**src/rtl/spi_fb_pkg.sv**
```systemverilog
package spi_fb_pkg;
    typedef enum logic [1:0] {
        ST_IDLE  = 2'd0,
        ST_LOW   = 2'd1,
        ST_HIGH  = 2'd2,
        ST_SLAVE = 2'd3
    } spi_fb_state_e;
endpackage

```
**src/rtl/spi_fb_seq.sv**
```systemverilog
module spi_fb_seq
    import spi_fb_pkg::*;
#(
    parameter int DATA_W   = 8,
    parameter int HALF_CYC = 2
) (
    input  logic clk,
    input  logic rst_n,
    input  logic wr_en,
    input  logic go_master,
    input  logic ss_in,
    output logic load,
    output logic sample,
    output logic shift,
    output logic done,
    output logic fault,
    output logic busy,
    output logic sck,
    output logic master
);
    localparam int BW = (DATA_W > 1) ? $clog2(DATA_W) : 1;
    localparam int CW = (HALF_CYC > 1) ? $clog2(HALF_CYC) : 1;
    localparam logic [BW-1:0] BIT_LAST  = BW'(DATA_W - 1);
    localparam logic [CW-1:0] HALF_LAST = CW'(HALF_CYC - 1);

    spi_fb_state_e state, nxt;
    logic [CW-1:0] ph_cnt;
    logic [BW-1:0] bit_cnt;
    logic          half_end, bit_last, running;

    assign half_end = (ph_cnt == HALF_LAST);
    assign bit_last = (bit_cnt == BIT_LAST);
    assign running  = (state == ST_LOW) || (state == ST_HIGH);

    // next-state logic
    always_comb begin
        nxt = state;
        unique case (state)
            ST_IDLE:  if (fault) nxt = ST_SLAVE;
                      else if (wr_en) nxt = ST_LOW;
            ST_LOW:   if (fault) nxt = ST_SLAVE;
                      else if (half_end) nxt = ST_HIGH;
            ST_HIGH:  if (fault) nxt = ST_SLAVE;
                      else if (half_end) nxt = bit_last ? ST_IDLE : ST_LOW;
            ST_SLAVE: if (go_master && ss_in) nxt = ST_IDLE;
            default:  nxt = ST_IDLE;
        endcase
    end

    // state register
    always_ff @(posedge clk or negedge rst_n) begin
        if (!rst_n) state <= ST_IDLE;
        else        state <= nxt;
    end

    // outputs
    always_comb begin
        master = (state != ST_SLAVE);
        fault  = master && !ss_in;
        busy   = running;
        sck    = (state == ST_HIGH);
        load   = (state == ST_IDLE) && !fault && wr_en;
        sample = (state == ST_LOW)  && !fault && half_end;
        shift  = (state == ST_HIGH) && !fault && half_end && !bit_last;
        done   = (state == ST_HIGH) && !fault && half_end && bit_last;
    end

    // half-period and bit counters
    always_ff @(posedge clk or negedge rst_n) begin
        if (!rst_n) begin
            ph_cnt  <= '0;
            bit_cnt <= '0;
        end else begin
            if (!running || half_end) ph_cnt <= '0;
            else                      ph_cnt <= ph_cnt + 1'b1;
            if (load)       bit_cnt <= '0;
            else if (shift) bit_cnt <= bit_cnt + 1'b1;
        end
    end


    // load_starts_chk
    load_starts_chk: assert property (@(posedge clk) disable iff (!rst_n)
        load |=> busy);


    // slave_exit_chk
    slave_exit_chk: assert property (@(posedge clk) disable iff (!rst_n)
        (state == ST_SLAVE) |=> (state == ST_SLAVE || state == ST_IDLE));
endmodule

```
**src/rtl/spi_fb_shift.sv**
```systemverilog
module spi_fb_shift #(
    parameter int DATA_W = 8
) (
    input  logic              clk,
    input  logic              rst_n,
    input  logic              load,
    input  logic [DATA_W-1:0] load_data,
    input  logic              sample,
    input  logic              shift,
    input  logic              done,
    input  logic              miso,
    output logic              mosi,
    output logic [DATA_W-1:0] rx_buf
);
    logic [DATA_W-1:0] sh;
    logic              samp;

    assign mosi = sh[DATA_W-1];

    always_ff @(posedge clk or negedge rst_n) begin
        if (!rst_n) begin
            sh     <= '0;
            samp   <= 1'b0;
            rx_buf <= '0;
        end else begin
            if (load)        sh <= load_data;
            else if (shift)  sh <= {sh[DATA_W-2:0], samp};
            if (sample)      samp <= miso;
            if (done)        rx_buf <= {sh[DATA_W-2:0], samp};
        end
    end
endmodule

```
**src/rtl/spi_host_fallback.sv**
```systemverilog
module spi_host_fallback #(
    parameter int DATA_W   = 8,
    parameter int HALF_CYC = 2
) (
    input  logic              clk,
    input  logic              rst_n,
    input  logic              wr_en,
    input  logic [DATA_W-1:0] wr_data,
    input  logic              rd_en,
    input  logic              go_master,
    input  logic              ss_in,
    input  logic              miso_i,
    output logic [DATA_W-1:0] rd_data,
    output logic              irq_flag,
    output logic              is_master,
    output logic              busy,
    output logic              sck_o,
    output logic              sck_oe,
    output logic              mosi_o,
    output logic              mosi_oe
);
    logic load, sample, shift, done, fault;

    spi_fb_seq #(.DATA_W(DATA_W), .HALF_CYC(HALF_CYC)) u_seq (
        .clk(clk), .rst_n(rst_n), .wr_en(wr_en), .go_master(go_master),
        .ss_in(ss_in), .load(load), .sample(sample), .shift(shift),
        .done(done), .fault(fault), .busy(busy), .sck(sck_o),
        .master(is_master)
    );

    spi_fb_shift #(.DATA_W(DATA_W)) u_shift (
        .clk(clk), .rst_n(rst_n), .load(load), .load_data(wr_data),
        .sample(sample), .shift(shift), .done(done), .miso(miso_i),
        .mosi(mosi_o), .rx_buf(rd_data)
    );

    assign sck_oe  = is_master;
    assign mosi_oe = is_master;

    always_ff @(posedge clk or negedge rst_n) begin
        if (!rst_n)             irq_flag <= 1'b0;
        else if (done || fault) irq_flag <= 1'b1;
        else if (rd_en)         irq_flag <= 1'b0;
    end


    // flag_source_chk
    flag_source_chk: assert property (@(posedge clk) disable iff (!rst_n)
        $rose(irq_flag) |-> ($fell(busy) || $fell(is_master)));


    // fault_release_chk
    fault_release_chk: assert property (@(posedge clk) disable iff (!rst_n)
        (is_master && !ss_in) |=> (!is_master && irq_flag && !sck_oe && !mosi_oe && !busy));


    // mosi_hold_chk
    mosi_hold_chk: assert property (@(posedge clk) disable iff (!rst_n)
        (sck_o && $past(sck_o)) |-> $stable(mosi_o));


    // rx_update_chk
    rx_update_chk: assert property (@(posedge clk) disable iff (!rst_n)
        !$stable(rd_data) |-> ($fell(busy) && is_master));
endmodule

```
**config.mk**
```make
export PLATFORM = sky130hd
export DESIGN_NAME = spi_host_fallback
export DESIGN_NICKNAME = d
export VERILOG_FILES = /design/src/rtl/spi_fb_pkg.sv /design/src/rtl/spi_fb_seq.sv /design/src/rtl/spi_fb_shift.sv /design/src/rtl/spi_host_fallback.sv
export SDC_FILE = /design/constraint.sdc
export NUM_CORES = 1
export LEC_CHECK = 0
export BUFFER_PORTS_ARGS = -buffer_cell sky130_fd_sc_hd__buf_2
export CAP_MARGIN = 5
export CORE_MARGIN = 4
export CORE_UTILIZATION = 52
export DETAILED_ROUTE_END_ITERATION = 12
export GPL_TIMING_DRIVEN = 0
export PLACE_DENSITY = 0.78
export SLEW_MARGIN = 10
export SYNTH_ARGS = -nofsm -noshare
export SYNTH_HDL_FRONTEND = slang
export SYNTH_SLANG_ARGS = --single-unit
```
**constraint.sdc**
```tcl
create_clock -name clk -period 1.91 [get_ports clk]
set_input_delay 0.2865 -clock clk [delete_from_list [all_inputs] [get_ports clk]]
set_output_delay 0.2865 -clock clk [all_outputs]
set_load 0.01 [all_outputs]
```
## Word-level counts from Yosys, hierarchy flattened

Index checks and enable logic that the tools add are counted.

- Bits in registers: 24
- Bits in latches: 0
- RAM bits: 0
- Memory bits (read-only): 0
- Bits of input ports: 15
- Memories kept: 0

- $add $sub $neg: 2
- Multipliers: 0
- Divide/modulo/power cells: 0
- $lt $le $gt $ge: 0
- Equal/unequal tests: 9
- Shift-type cells: 0
- Multiplexer cells: 16
- Bitwise logic cells: 0
- Reduce and logical (&&, ||, !) cells: 21

Operators with widths:

| cell | count |
|---|---|
| 8-bit 2-to-1 mux | 2 |
| 2-bit 2-to-1 mux | 7 |
| 1-bit logical AND | 10 |
| 2-bit one-hot mux with 4 select lines | 1 |
| 3-bit 2-to-1 mux | 2 |
| 2-bit == test, second input constant | 2 |
| 1-bit logical NOT | 4 |
| 1-bit 2-to-1 mux | 4 |
| 4-bit AND reduction | 1 |
| 2-bit nonzero test | 2 |
| 3-bit by 1-bit adder with 3-bit output, second input constant | 1 |
| 3-bit == test, second input constant | 1 |
| 1-bit logical OR | 3 |
| 3-bit by 1-bit != test with 1-bit output, second input constant | 1 |
| 3-bit by 2-bit != test with 1-bit output, second input constant | 1 |
| 3-bit != test, second input constant | 1 |
| 2-bit by 1-bit == test with 1-bit output, second input constant | 1 |
| 2-bit logical NOT | 1 |
| 2-bit by 1-bit != test with 1-bit output, second input constant | 1 |
| 2-bit != test, second input constant | 1 |
| 1-bit adder, second input constant | 1 |

## Depth between registers and ports, before layout

- Depth after elaboration: 8
- Mapped depth: 7

## Cells and area by module

From an unflattened synthesis, not the netlist that was laid out.

- Cell total of the unflattened synthesis: 101
- Area, all modules: 1212.4 um2

Modules (own cells, without submodules):

| module | times used | cells each | area each (um2) | sequential area each (um2) |
|---|---|---|---|---|
| spi_fb_shift | 1 | 53 | 740.7 | 425.4 |
| spi_fb_seq | 1 | 42 | 419.2 | 150.1 |
| spi_host_fallback | 1 | 6 | 52.6 | 25.0 |

## Worst setup path after synthesis

No wires, ideal clock.

- Path kind: reg-to-reg
- From: register u_seq.state[0]
- To: register u_shift.rx_buf[0]
- Library setup time: 0.125 ns
- Arrival: 1.484 ns
- Data required time: 1.785 ns
- Setup slack: 0.301 ns
- Cell stages (with the launch flop): 6
- Path buffers: 1
- Path through: dfrtp_1 ha_1 or2_1 buf_6 nand4_2 mux2_2

- Longest elaborated chain between the ends: 6

RTL lines:

| item | RTL line | source |
|---|---|---|
| start, declared | spi_fb_seq.sv:26 | `spi_fb_state_e state, nxt;` |
| start signal, assigned | spi_fb_seq.sv:53 | `else state <= nxt;` |
| 2-bit != test | spi_fb_seq.sv:58 | `master = (state != ST_SLAVE);` |
| 1-bit logical AND | spi_fb_seq.sv:59 | `fault = master && !ss_in;` |
| 1-bit logical NOT | spi_fb_seq.sv:65 | `done = (state == ST_HIGH) && !fault && half_end && bit_last;` |
| 1-bit logical AND * (3 in series) | spi_fb_seq.sv:65 |  |
| end signal, assigned | spi_fb_shift.sv:29 | `if (done) rx_buf <= {sh[DATA_W-2:0], samp};` |
| end, declared | spi_fb_shift.sv:13 | `output logic [DATA_W-1:0] rx_buf` |

Mark *: on every way between the ends. The rest lies on a longest branch, timed or not.
A chain may end at the register's enable or synchronous reset.

## Worst setup path in the final report

- From: register u_seq.state[1]
- To: register u_shift.rx_buf[6]

The elaborated chain is that of the path after synthesis.

==> metrics.yaml <==
detailed_routing:
  viasPerCell: 5.263
  avgRoutedWirePerCell_um: 13.99
  top_layer_used: "met4"
  drc: 0
  routed-wl-met3_um: 94
  first_pass_iters: 4
  drtIter0Drc: 13
  drtAntennaViolNets: 0
  vias: 921
  routed-wl-met2_um: 1247
  wl_um: 2448
  wl_met1_um: 1088
floorplan:
  ios: 30
  num_rows: 17
  fp.dieArea_um2: 3218
  die_w_um: 56.73
  dieHeight_um: 56.73
  start_util_pct: 55.29
  coreArea_um2: 2233
clocking:
  postCtsSetupBuffers: 0
  cts_hold_buf: 1
  clk_pin_slew_worst_paths_ns: 0.14
  cts_resized: 0
  clock_sinks: 24
  htree_levels: 1
  cts-root-buf: "clkbuf_4"
  cts_buffers: 3
  clk_latency_ns: 0.32
  cts_tree: "yes"
  clk_path_buf_depth: 2
global_route:
  grt_start_max_net_pins: 25
  grt_pass1_vias: 948
  grt_pass1_wl_um: 4305
  grt-ovfl-total: 0
  grt_use_total_pct: 17.07
  antenna_found_initial: 0
cells_and_area:
  post-route-util_pct: 66.16
  syn2layout_area_growth_pct: 19.66
  final_common_cell: "buf_2"
  drive_above_1_share_pct: 40.82
  fin_area_um2: 1478
  final_cells: 175
  antenna_cells: 0
  finalNetCount: 169
  mostFrequentLayoutCells: "buf_2, dfrtp_1, a21oi_1, nand2_1"
worst_setup_path:
  slowest_delay_ns: 0.46
  r2r-start: "u_seq.state[1]"
  path_depth: 5
  critical_path_class: "reg2reg"
  cp-start-kind: "flop"
  slowest_stage: "dfrtp_1"
  regToRegSetupSlack_ns: 0.13
  crit_start: "u_seq.state[1]"
  critPathTopFamily: "flip-flops"
  reg2reg_to: "u_shift.rx_buf[6]"
  crit_path_end: "u_shift.rx_buf[6]"
  required_ns: 2.13
  reg2reg_depth: 5
  crit_path_max_fanout: 9
  path_cells: "ha_1, or2_1, buf_6, nand4_2, mux2_2"
  critPathCaptureType: "flop"
  crit_buf_inv: 1
  cp.arrival_ns: 2.00
logic_synthesis:
  syn_area_um2: 1235
  ys.flop_type: "dfrtp_1"
  syn_area_per_cell_um2: 10.93
  synthArstFlopShare_pct: 100.0
  synth_cell_types: 27
  synthesis.nets: 134
  synth-edff-count: 0
  ys_seq_area_share_pct: 48.63
  ys_warn_count: 0
  synth-seq-cells: 24
  syn_inst: 113
outcome:
  status: "complete, no violations"
worst_hold_path:
  worst_hold_path_type: "in2reg"
timing:
  clock_skew_ns: 0.007839
  slew_headroom_pct: 64.89
  fmax_mhz: 562.3
  hold_viol: 0
  tightest_slew_ns: 0.5267
  drv_slew: 0
  rsz0062_at_grt: "no"
  finalSetupViolations: 0
  post-route-min-period_ns: 1.779
  period_share_pct: 93.12
  fin_setup_tns_ns: 0
power:
  peakVddDrop_uv: 843.6
  finalPower_w: 0.001987
  p_per_area_nw_per_um2: 1344
  p_leak_nw: 0.7758
place:
  port_buffers: 29
  globalplace.congestion: 0.8570
  placedCellCount: 170
  dpl_cell_area_um2: 1415
  hpwl_um: 1853
run:
  drv_cap: 0
synthesized netlist by cell type (2+ instances only):
master | instances | area share, %
buf_6 | 2 | 1.8
buf_4 | 2 | 1.2
mux2_2 | 9 | 8.2
a21oi_1 | 14 | 5.7
nand2b_1 | 3 | 1.5
nand3_1 | 3 | 1.2
inv_1 | 3 | 0.91
or2_1 | 2 | 1.0
dfrtp_1 | 24 | 49
ha_1 | 6 | 6.1
nand2_1 | 14 | 4.3
a21oi_2 | 7 | 5.0
nor4_1 | 2 | 1.0
nor2_1 | 9 | 2.7
power breakdown:
part,total [W],switching (W),internal [W]
registers,0.000797,0.000134,0.000663
clock network,0.000374,0.000162,0.000212
logic,0.000815,0.000431,0.000384
total,0.00199,0.000727,0.00126
per-stage QoR:
| stage | hold slack [ns] | setup WS [ns] |
|---|---|---|
| after CTS | 0.1963 | 0.1199 |
| final | 0.1929 | 0.1315 |
| after global placement | 0.2990 | 0.1859 |
| after detailed placement | 0.3025 | 0.1311 |
| after floorplan | -0.009091 | 0.3010 |
| after global routing | 0.1967 | 0.05499 |
area by class of cell:
class / count / area [um^2]
sequential: 24 / 600.6
fill: 181 / 755.7
clock inverter: 1 / 30.03
multi-input combinational: 80 / 560.5
timing repair buffer: 30 / 155.1
clock buffer: 3 / 22.52
buffer: 6 / 62.56
inverter: 3 / 11.26
tap: 28 / 35.03
worst min path at each step:
stage | start | end | slack (ns) | cells after the start
6_report | wr_data[2] | u_shift.sh[2] | 0.19 | 3
3_5_place_dp | rst_n | u_seq.state[0] | 0.30 | 1
4_1_cts | wr_data[2] | u_shift.sh[2] | 0.20 | 3
5_1_grt | wr_data[5] | u_shift.sh[5] | 0.20 | 3
2_1_floorplan | rst_n | irq_flag | -0.009 | 0
3_3_place_gp | rst_n | u_seq.state[1] | 0.30 | 1
routing by layer:
| metal | GRT usage [%] | vias to the layer above |
|---|---|---|
| met5 | 0 | - |
| met4 | 4.967 | 0 |
| met3 | 2.989 | 2 |
| met2 | 29.21 | 18 |
| met1 | 21.98 | 446 |
| li1 | - | 455 |
registers in the layout (all words and copies together) (netlist names):
name / flops
u_shift.sh: 8
irq_flag: 1
u_seq.state: 2
u_seq.bit_cnt: 3
u_shift.rx_buf: 8
u_shift.samp: 1
u_seq.half_end: 1
cell families after synthesis:
| kind of cell | count (synthesis) | share of synthesized area, % |
|---|---|---|
| mux | 9 | 8.207 |
| simple gates | 39 | 16.62 |
| flops | 24 | 48.63 |
| buf+inv | 9 | 5.977 |
| compound gates | 25 | 13.17 |
| fa+ha+maj | 6 | 6.079 |
| xor+xnor | 1 | 1.317 |
tightest hold or removal path, stage by stage:
cell and delay (ns):
buf_2 0.07, nor2_1 0.03, a21oi_1 0.09
No activity file was read; power rests on OpenSTA's default activity.
